`config.mk`:
```
export PLATFORM = sky130hd
export DESIGN_NAME = dms_divider
export DESIGN_NICKNAME = d
export VERILOG_FILES = /design/src/rtl/dms_pkg.sv /design/src/rtl/dms_cfg_stage.sv /design/src/rtl/dms_prescaler.sv /design/src/rtl/dms_swallow_ctr.sv /design/src/rtl/dms_divider.sv
export SDC_FILE = /design/constraint.sdc
export NUM_CORES = 1
export LEC_CHECK = 0
export BUFFER_PORTS_ARGS = -buffer_cell sky130_fd_sc_hd__buf_2
export CELL_PAD_IN_SITES_DETAIL_PLACEMENT = 1
export CELL_PAD_IN_SITES_GLOBAL_PLACEMENT = 2
export CORE_ASPECT_RATIO = 1.4
export CORE_MARGIN = 4
export CORE_UTILIZATION = 42
export CTS_BUF_LIST = sky130_fd_sc_hd__clkbuf_4
export DETAILED_ROUTE_END_ITERATION = 6
export GPL_TIMING_DRIVEN = 0
export HOLD_SLACK_MARGIN = 0.02
export PLACE_DENSITY_LB_ADDON = 0.1
export SETUP_SLACK_MARGIN = 0.15
export SYNTH_ARGS = -nofsm -noshare
export SYNTH_HDL_FRONTEND = slang
export SYNTH_HIERARCHICAL = 1
export SYNTH_SLANG_ARGS = --single-unit
```
`constraint.sdc`:
```
create_clock -name clk -period 2.9 [get_ports clk]
set_clock_uncertainty 0.2 [all_clocks]
set_input_delay 0.145 -clock clk [delete_from_list [all_inputs] [get_ports clk]]
set_output_delay 0.145 -clock clk [all_outputs]
set_load 0.05 [all_outputs]
```
`src/rtl/dms_pkg.sv`:
```
package dms_pkg;
  // log2 of the smallest prescaler modulus (select 0 -> 8/9)
  localparam int unsigned P_MIN_LOG2 = 3;
  localparam int unsigned PSEL_W     = 2;
  // wide enough for the largest modulus P+1 = 2^(P_MIN_LOG2 + 2^PSEL_W - 1) + 1
  localparam int unsigned PC_W       = P_MIN_LOG2 + (1 << PSEL_W);

  typedef enum logic [PSEL_W-1:0] {
    MOD_8_9   = 2'd0,
    MOD_16_17 = 2'd1,
    MOD_32_33 = 2'd2,
    MOD_64_65 = 2'd3
  } presc_sel_e;
endpackage

```
`src/rtl/dms_cfg_stage.sv`:
```
module dms_cfg_stage
  import dms_pkg::*;
#(
  parameter int unsigned A_W      = 6,
  parameter int unsigned B_W      = 11,
  parameter int unsigned RST_A    = 0,
  parameter int unsigned RST_B    = 2,
  parameter int unsigned RST_PSEL = 0
) (
  input  logic              clk,
  input  logic              rst_n,
  input  logic              cfg_load,
  input  logic [A_W-1:0]    cfg_a,
  input  logic [B_W-1:0]    cfg_b,
  input  logic [PSEL_W-1:0] cfg_psel,
  input  logic              boundary,
  output logic              word_bad,
  output logic [A_W-1:0]    act_a,
  output logic [B_W-1:0]    act_b,
  output logic [PSEL_W-1:0] act_psel,
  output logic [A_W-1:0]    load_a,
  output logic [B_W-1:0]    load_b
);

  logic [B_W-1:0]    a_wide;
  logic              take;
  logic              pend_vld, pend_vld_nxt;
  logic [A_W-1:0]    pend_a, pend_a_nxt;
  logic [B_W-1:0]    pend_b, pend_b_nxt;
  logic [PSEL_W-1:0] pend_psel, pend_psel_nxt;
  logic [A_W-1:0]    act_a_nxt;
  logic [B_W-1:0]    act_b_nxt;
  logic [PSEL_W-1:0] act_psel_nxt;

  assign a_wide   = B_W'(cfg_a);
  assign word_bad = (cfg_b < B_W'(2)) || (cfg_b < a_wide);
  assign take     = cfg_load && !word_bad;

  // pending word: the last valid one wins; it is dropped once adopted
  always_comb begin
    pend_vld_nxt  = pend_vld;
    pend_a_nxt    = pend_a;
    pend_b_nxt    = pend_b;
    pend_psel_nxt = pend_psel;
    if (take) begin
      pend_a_nxt    = cfg_a;
      pend_b_nxt    = cfg_b;
      pend_psel_nxt = cfg_psel;
      pend_vld_nxt  = !boundary;
    end else if (boundary) begin
      pend_vld_nxt  = 1'b0;
    end
  end

  // active word changes only at a boundary; a word arriving on that edge bypasses the pending copy
  always_comb begin
    act_a_nxt    = act_a;
    act_b_nxt    = act_b;
    act_psel_nxt = act_psel;
    if (boundary) begin
      if (take) begin
        act_a_nxt    = cfg_a;
        act_b_nxt    = cfg_b;
        act_psel_nxt = cfg_psel;
      end else if (pend_vld) begin
        act_a_nxt    = pend_a;
        act_b_nxt    = pend_b;
        act_psel_nxt = pend_psel;
      end
    end
  end

  assign load_a = act_a_nxt;
  assign load_b = act_b_nxt;

  always_ff @(posedge clk or negedge rst_n) begin
    if (!rst_n) begin
      pend_vld  <= 1'b0;
      pend_a    <= '0;
      pend_b    <= '0;
      pend_psel <= '0;
      act_a     <= A_W'(RST_A);
      act_b     <= B_W'(RST_B);
      act_psel  <= PSEL_W'(RST_PSEL);
    end else begin
      pend_vld  <= pend_vld_nxt;
      pend_a    <= pend_a_nxt;
      pend_b    <= pend_b_nxt;
      pend_psel <= pend_psel_nxt;
      act_a     <= act_a_nxt;
      act_b     <= act_b_nxt;
      act_psel  <= act_psel_nxt;
    end
  end


  act_valid_chk: assert property (@(posedge clk) disable iff (!rst_n)
    (act_b >= B_W'(2)) && (act_b >= B_W'(act_a)));


  act_hold_chk: assert property (@(posedge clk) disable iff (!rst_n)
    !boundary |=> ($stable(act_a) && $stable(act_b) && $stable(act_psel)));

endmodule

```
`src/rtl/dms_prescaler.sv`:
```
module dms_prescaler
  import dms_pkg::*;
(
  input  logic              clk,
  input  logic              rst_n,
  input  logic [PSEL_W-1:0] psel,
  input  logic              swallow,
  output logic              period_end
);

  logic [PC_W-1:0] pc, pc_nxt;
  logic [PC_W-1:0] modulus;

  // P = 8 << psel; one extra count while the swallow counter is not empty
  assign modulus    = (PC_W'(1 << P_MIN_LOG2) << psel) + PC_W'(swallow);
  assign period_end = (pc == (modulus - PC_W'(1)));

  always_comb begin
    pc_nxt = pc + PC_W'(1);
    if (period_end) pc_nxt = '0;
  end

  always_ff @(posedge clk or negedge rst_n) begin
    if (!rst_n) pc <= '0;
    else        pc <= pc_nxt;
  end


  pc_range_chk: assert property (@(posedge clk) disable iff (!rst_n)
    pc < modulus);

endmodule

```
`src/rtl/dms_swallow_ctr.sv`:
```
module dms_swallow_ctr #(
  parameter int unsigned A_W   = 6,
  parameter int unsigned B_W   = 11,
  parameter int unsigned RST_A = 0,
  parameter int unsigned RST_B = 2
) (
  input  logic           clk,
  input  logic           rst_n,
  input  logic           period_end,
  input  logic [A_W-1:0] load_a,
  input  logic [B_W-1:0] load_b,
  output logic           swallow,
  output logic           terminal
);

  logic [A_W-1:0] a_cnt, a_nxt;
  logic [B_W-1:0] b_cnt, b_nxt;

  assign swallow  = (a_cnt != '0);
  assign terminal = period_end && (b_cnt == B_W'(1));

  always_comb begin
    a_nxt = a_cnt;
    b_nxt = b_cnt;
    if (period_end) begin
      if (terminal) begin
        a_nxt = load_a;
        b_nxt = load_b;
      end else begin
        b_nxt = b_cnt - B_W'(1);
        if (swallow) a_nxt = a_cnt - A_W'(1);
      end
    end
  end

  always_ff @(posedge clk or negedge rst_n) begin
    if (!rst_n) begin
      a_cnt <= A_W'(RST_A);
      b_cnt <= B_W'(RST_B);
    end else begin
      a_cnt <= a_nxt;
      b_cnt <= b_nxt;
    end
  end


  a_le_b_chk: assert property (@(posedge clk) disable iff (!rst_n)
    B_W'(a_cnt) <= b_cnt);


  b_nonzero_chk: assert property (@(posedge clk) disable iff (!rst_n)
    b_cnt != '0);

endmodule

```
`src/rtl/dms_divider.sv`:
```
module dms_divider
  import dms_pkg::*;
#(
  parameter int unsigned A_W      = 6,
  parameter int unsigned B_W      = 11,
  parameter int unsigned RST_A    = 0,
  parameter int unsigned RST_B    = 2,
  parameter int unsigned RST_PSEL = 0
) (
  input  logic              clk,
  input  logic              rst_n,
  input  logic              cfg_load,
  input  logic [A_W-1:0]    cfg_a,
  input  logic [B_W-1:0]    cfg_b,
  input  logic [PSEL_W-1:0] cfg_psel,
  output logic              cfg_invalid,
  output logic              div_pulse
);

  logic [1:0]        rst_pipe;
  logic              rst_int_n;
  logic [A_W-1:0]    act_a;
  logic [B_W-1:0]    act_b;
  logic [PSEL_W-1:0] act_psel;
  logic [A_W-1:0]    load_a;
  logic [B_W-1:0]    load_b;
  logic              swallow;
  logic              period_end;
  logic              terminal;

  // asynchronous assertion, two-stage synchronous release
  always_ff @(posedge clk or negedge rst_n) begin
    if (!rst_n) rst_pipe <= '0;
    else        rst_pipe <= {rst_pipe[0], 1'b1};
  end
  assign rst_int_n = rst_pipe[1];

  dms_cfg_stage #(
    .A_W(A_W), .B_W(B_W), .RST_A(RST_A), .RST_B(RST_B), .RST_PSEL(RST_PSEL)
  ) i_cfg (
    .clk(clk), .rst_n(rst_int_n), .cfg_load(cfg_load), .cfg_a(cfg_a),
    .cfg_b(cfg_b), .cfg_psel(cfg_psel), .boundary(terminal),
    .word_bad(cfg_invalid), .act_a(act_a), .act_b(act_b), .act_psel(act_psel),
    .load_a(load_a), .load_b(load_b)
  );

  dms_prescaler i_presc (
    .clk(clk), .rst_n(rst_int_n), .psel(act_psel), .swallow(swallow),
    .period_end(period_end)
  );

  dms_swallow_ctr #(
    .A_W(A_W), .B_W(B_W), .RST_A(RST_A), .RST_B(RST_B)
  ) i_ctr (
    .clk(clk), .rst_n(rst_int_n), .period_end(period_end), .load_a(load_a),
    .load_b(load_b), .swallow(swallow), .terminal(terminal)
  );

  always_ff @(posedge clk or negedge rst_int_n) begin
    if (!rst_int_n) div_pulse <= 1'b0;
    else            div_pulse <= terminal;
  end


  pulse_width_chk: assert property (@(posedge clk) disable iff (!rst_int_n)
    div_pulse |=> !div_pulse);

endmodule

```
After elaboration in Yosys (flattened, before gate mapping)
Cells that the tools add are included.
- equal/unequal tests: 2
- shifts and indexed selects: 1
- reduce and logical (&&, ||, !) cells: 11
- magnitude comparators: 2
- $add $sub $neg: 5
- mux-type cells: 14
- operators by type and width (cell ; count):
    $mux W11 ; 4
    $mux W6 ; 5
    $eq A11 B1 Y1 const B ; 1
    $lt A11 B2 Y1 const B ; 1
    $lt A11 B6 Y1 ; 1
    $sub A11 B1 Y11 const B ; 1
    $add A7 B1 Y7 ; 1
    $add A7 B1 Y7 const B ; 1
    $eq A7 B7 Y1 ; 1
    $mux W7 ; 1
    $shl A4 B2 Y7 const A ; 1
    $sub A7 B1 Y7 const B ; 1
    $reduce_bool A2 Y1 ; 3
    $reduce_bool A6 Y1 ; 1
    $sub A6 B1 Y6 const B ; 1
    $mux W2 ; 2
    $reduce_and A2 Y1 ; 2
    $logic_and A1 B1 Y1 ; 2
    $logic_not A1 Y1 ; 2
    $mux W1 ; 2
    $logic_or A1 B1 Y1 ; 1
- output and inout bits: 2
- bits of input ports: 22
- word-level logic and storage cells: 47
- flip-flop bits (word level): 66

Logic depth before layout (Yosys ltp)
- depth after elaboration: 7
- mapped depth: 20
- depth with buffers taken out: 18

Hierarchy
Netlist, hierarchy kept.
- modules (own cells, without submodules) (module ; area each (µm²) ; times used ; cells an instance ; sequential area each (µm²)):
    dms_cfg_stage ; 2040.7 ; 1 ; 174 ; 977.2
    dms_swallow_ctr ; 1202.4 ; 1 ; 132 ; 426.7
    dms_prescaler ; 429.2 ; 1 ; 44 ; 175.2
    dms_divider ; 78.8 ; 1 ; 4 ; 75.1

Worst setup path after synthesis
Ideal clock, no wire load.
- path type: flip-flop to flip-flop
- from: register i_ctr.a_cnt[0]
- to: register i_ctr.b_cnt[3]
- arrival time: 3.799 ns
- library setup time: 0.087 ns
- clock period less this slack: 4.086 ns
- path buffers: 3
- cell stages (with the launch flop): 21
- required time: 2.613 ns
- path slack: -1.186 ns
- cell sequence: dfrtp_1 -> inv_1 -> ha_1 -> nor2b_1 -> nand2_1 -> inv_1 -> ha_1 -> xnor2_1 -> a21oi_1 -> and4bb_1 -> buf_4 -> buf_6 -> nand4_4 -> inv_2 -> nand2_1 -> o21ai_1 -> a21oi_2 -> buf_4 -> a221oi_2 -> o21ai_0 -> a22oi_1
- cells in the longest elaborated chain, start to end: 7
- RTL lines (item ; line ; source):
    start, declared ; dms_swallow_ctr.sv:16 ; logic [A_W-1:0] a_cnt, a_nxt;
    start signal, assigned ; dms_swallow_ctr.sv:38 ; a_cnt <= A_W'(RST_A);
    start signal, assigned ; dms_swallow_ctr.sv:41 ; a_cnt <= a_nxt;
    $reduce_bool A6 Y1 ; dms_swallow_ctr.sv:19 ; assign swallow = (a_cnt != '0);
    net swallow ; dms_divider.sv:27 ; logic swallow;
    $add A7 B1 Y7 ; dms_prescaler.sv:15 ; assign modulus = (PC_W'(1 << P_MIN_LOG2) << psel) + PC_W'(swallow);
    $sub A7 B1 Y7 ; dms_prescaler.sv:16 ; assign period_end = (pc == (modulus - PC_W'(1)));
    $eq A7 B7 Y1 ; dms_prescaler.sv:16 ;
    net period_end ; dms_divider.sv:28 ; logic period_end;
    $logic_and A1 B1 Y1 ; dms_swallow_ctr.sv:20 ; assign terminal = period_end && (b_cnt == B_W'(1));
    net terminal ; dms_divider.sv:29 ; logic terminal;
    $mux W11 ; dms_cfg_stage.sv:60 ; if (boundary) begin
    net load_b[3] ; dms_divider.sv:26 ; logic [B_W-1:0] load_b;
    $mux W11 ; dms_swallow_ctr.sv:26 ; if (terminal) begin
    end signal, assigned ; dms_swallow_ctr.sv:39 ; b_cnt <= B_W'(RST_B);
    end signal, assigned ; dms_swallow_ctr.sv:42 ; b_cnt <= b_nxt;
    end, declared ; dms_swallow_ctr.sv:17 ; logic [B_W-1:0] b_cnt, b_nxt;
The timed path passes the listed nets, and every way through them passes these cells.
A chain may end at the register's enable or synchronous reset.

Worst setup path in the final report
- from: register i_ctr.a_cnt[1]
- to: register i_ctr.b_cnt[3]
The elaborated chain is that of the path after synthesis.

==> reports/results.txt <==
CTS buffer count -> 9
Mapped Nets -> 387
crit path kind -> flip-flop to flip-flop
top cell type by total area after synthesis -> dfrtp_1
worst path cell trace -> inv_2 > ha_4 > nor2b_4 > nand2_2 > or4b_1 > a32oi_1 > and4bb_1 > buf_6 > buf_6 > nand4_4 > inv_8 > nand2_8 > nor2_4 > buf_6 > a21oi_4 > buf_8 > a221oi_2 > o21ai_1 > a22oi_1
buffers and inverters on the worst path -> 6
period utilization -> 119%
VDD IR max -> 0.000394 V
routed vias/inst -> 5.67
initial antenna violation count -> 0
Netlist cell types -> 67
# IOs -> 24
initial drt markers -> 95
CTS clk-pin slew, worst paths -> 120 ps
wire per inst -> 19.3 µm
Data arrival, critical path -> 3600 ps
RePlAce Congestion -> 0.814
failing checks -> negative setup slack
Syn Area/Cell -> 10.6 µm²
Sequential Power Share -> 47.5%
clk sinks -> 66
Hold Vio Cnt, Final -> 0
Initial Util -> 43.3%
number of synthesized flops with an enable pin -> 0
fmax -> 290 MHz
sequential element share of the synthesized area -> 44.1%
Least-Margin Pin Slew -> 863 ps
Tmin final -> 3450 ps
Final Max Tran Viols -> 0
Setup WS pre-CTS -> -1290 ps
antenna-violating nets left -> 0
synth warn -> 6
total power -> 2.53 mW
final worst slack -> -546 ps
async set-reset flop share out of synthesis -> 100%
Logic pwr share -> 24.7%
All-Layer GR Usage -> 21.4%
delay-heaviest family, CP -> simple AND/OR/NAND/NOR gates
CP max-delay cell -> or4b_1
ant diodes -> 0
Final nets -> 464
DRC Markers -> 0
clock share of power -> 27.8%
global-route wire length before repair -> 17.3 mm
layout cells sized above 1 -> 33.3%
flops & latches, synth -> 66
layout overhead on the synthesized area -> 31.4%
synth top area cells -> dfrtp_1 43%, mux2_2 5.4%, a211oi_1 4.6%
clock root buffer master -> clkbuf_4
worst-path maximum fanout -> 5
largest net degree at the start of global routing -> 65
DR vias -> 3068
CP required -> 3050 ps
Die W -> 87.9 µm
pwr dens -> 513 mW/mm²
router iterations before antenna repair -> 7
vias in the first global route -> 3372
die footprint -> 0.0105 mm²
Startpoint Class -> flip-flop
core area -> 0.00866 mm²
CP peak stage delay -> 440 ps
status -> finished, violations left
Die H -> 120 µm
Yosys top cell area share -> 42.7%
most used cell, CP -> buf_6
Port Buffer Count -> 23
Top FF cell, synth -> dfrtp_1
setup TNS -> -12980 ps
hold crit path type -> flip-flop to flip-flop
Max transition margin -> 42.5%
Leakage -> 2.04 nW
Worst Setup End Kind -> flip-flop
detailed placer's ending HPWL -> 7.19 mm
worst hold slack -> 171 ps
Worst-Skew Late Latency -> 430 ps
grt total ovfl -> 0
clock buffer depth -> 2
H-tree depth -> 3
final setup violation count -> 36
Post-Syn Instances -> 354
mapped cell area -> 0.00375 mm²
row cnt -> 40
RSZ-0062 raised after global routing -> yes
Sw Pwr -> 0.800 mW
max_cap viols -> 0
TritonCTS clock tree -> built
final wirelength -> 10.4 mm
Switching Share -> 31.6%
Cell Int Power -> 1.73 mW
==> power by group through the flow <==
stage | Combinational, mW | Sequential (mW) | Clock [mW]
after global placement | 0.485 | 1.21 | 0
after floorplan | 0.387 | 1.17 | 0
final | 0.625 | 1.20 | 0.704
after CTS | 0.595 | 1.20 | 0.727
after global routing | 0.699 | 1.23 | 0.768
after detailed placement | 0.503 | 1.22 | 0
==> cells in the mapped netlist, types with 3 or more instances <==
cell / number
dfrtp_1: 64
inv_1: 37
a211oi_1: 23
mux2_2: 18
nor2_1: 16
nor2b_1: 13
o21ai_0: 12
a21oi_1: 11
ha_1: 11
a221oi_2: 10
clkbuf_1: 10
nand2_1: 10
a22oi_1: 9
mux2i_1: 9
nand3_1: 7
a311oi_1: 6
buf_4: 4
nand4_1: 4
nor4_1: 4
xnor2_1: 4
xor2_1: 4
a31oi_1: 3
buf_6: 3
nor3_1: 3
nor3_2: 3
o21ai_1: 3
o2bb2ai_1: 3
==> cells in the final DEF, fill, tap and decap left out, drive strengths merged, types with 3 or more instances in the layout <==
cell type	instances
a211oi	23
a221oi	11
nand4	5
and2	3
xor2	4
ha	11
xnor2	4
nor4	4
nand2	11
nor2b	13
a21oi	12
nor3	6
mux2i	9
buf	53
clkinv	3
inv	38
clkbuf	19
or3	3
a31oi	4
o21ai	15
a311oi	6
nor2	17
a22oi	9
dfrtp	64
or4	3
mux2	19
o2bb2ai	3
dlygate4sd3	21
nand3	7
==> metal layers <==
metal	share of wire, %	global-route usage, %
met1	41	25.4
met2	53	36.9
met3	2.1	3.71
met4	3.5	9.98
met5	0	0
==> state kept, by name (all words and copies together), names as in the netlist <==
name / flops
i_cfg/pend_psel: 2
i_cfg/pend_a: 6
i_cfg/act_psel: 2
i_cfg/pend_vld: 1
rst_pipe: 2
i_cfg/pend_b: 11
i_cfg/act_b: 11
div_pulse: 1
i_presc/pc: 7
i_ctr/a_cnt: 6
i_cfg/act_a: 6
i_ctr/b_cnt: 11
==> area by class of cell <==
type / instances / area, µm²
plain buffers: 17 / 135
clock buffers: 10 / 75.1
clock inverters: 6 / 81.3
fillers: 956 / 3730
inverters: 38 / 150
multi-input cells: 233 / 2150
flip-flops and latches: 66 / 1660
well taps: 105 / 131
repair buffers: 66 / 547
==> timing repair <==
action	4_1_cts	5_1_grt
gates resized for setup	28	16
gates cloned	1	0
buffers inserted	17	4
hold buffers	21	0
endpoints found under the hold margin	40	0
pin swaps	19	13
endpoints found under the setup margin	38	38
==> cells by family after synthesis <==
group | share of synthesized area [%]
compound gates | 21.1
xor+xnor | 1.87
fa+ha+maj | 3.67
buf+inv | 6.50
flops | 44.1
mux | 8.11
other cells | 0.100
simple gates | 14.5
==> worst paths after layout <==
kind                                            start                          end  slack [ps]  cells after the start
setup / recovery           i_ctr/a_cnt[1]$_DFFE_PN0P_   i_ctr/b_cnt[3]$_DFFE_PN0P_        -550                     19
hold / removal                  rst_pipe[0]$_DFF_PN0_        rst_pipe[1]$_DFF_PN0_         170                      0
setup reg to reg           i_ctr/a_cnt[1]$_DFFE_PN0P_   i_ctr/b_cnt[3]$_DFFE_PN0P_        -550                     19
hold reg to reg                 rst_pipe[0]$_DFF_PN0_        rst_pipe[1]$_DFF_PN0_         170                      0
max in group asynchronous       rst_pipe[1]$_DFF_PN0_      i_presc/pc[6]$_DFF_PN0_        1680                      0
min in group asynchronous       rst_pipe[1]$_DFF_PN0_  i_cfg/pend_b[6]$_DFFE_PN0P_         250                      0
==> per-stage QoR <==
step | cells | util, % | instance area, µm²
3_3_place_gp | 482 | 47.1 | 4080
5_1_grt | 541 | 56.9 | 4930
4_1_cts | 537 | 55.4 | 4800
2_1_floorplan | 354 | - | 3830
6_report | 541 | 56.9 | 4930
3_5_place_dp | 482 | 47.2 | 4090
==> worst reg2reg max path, cell delays in order, from the launching register on <==
cell      delay, ps
dfrtp_1         390
inv_2            60
ha_4            150
nor2b_4         120
nand2_2          90
or4b_1          440
a32oi_1         150
and4bb_1        220
buf_6           100
buf_6            90
nand4_4         100
inv_8           130
nand2_8          60
nor2_4          110
buf_6           110
a21oi_4          80
buf_8           170
a221oi_2        330
o21ai_1         100
a22oi_1         180
Power figures use the tool's default switching activity.
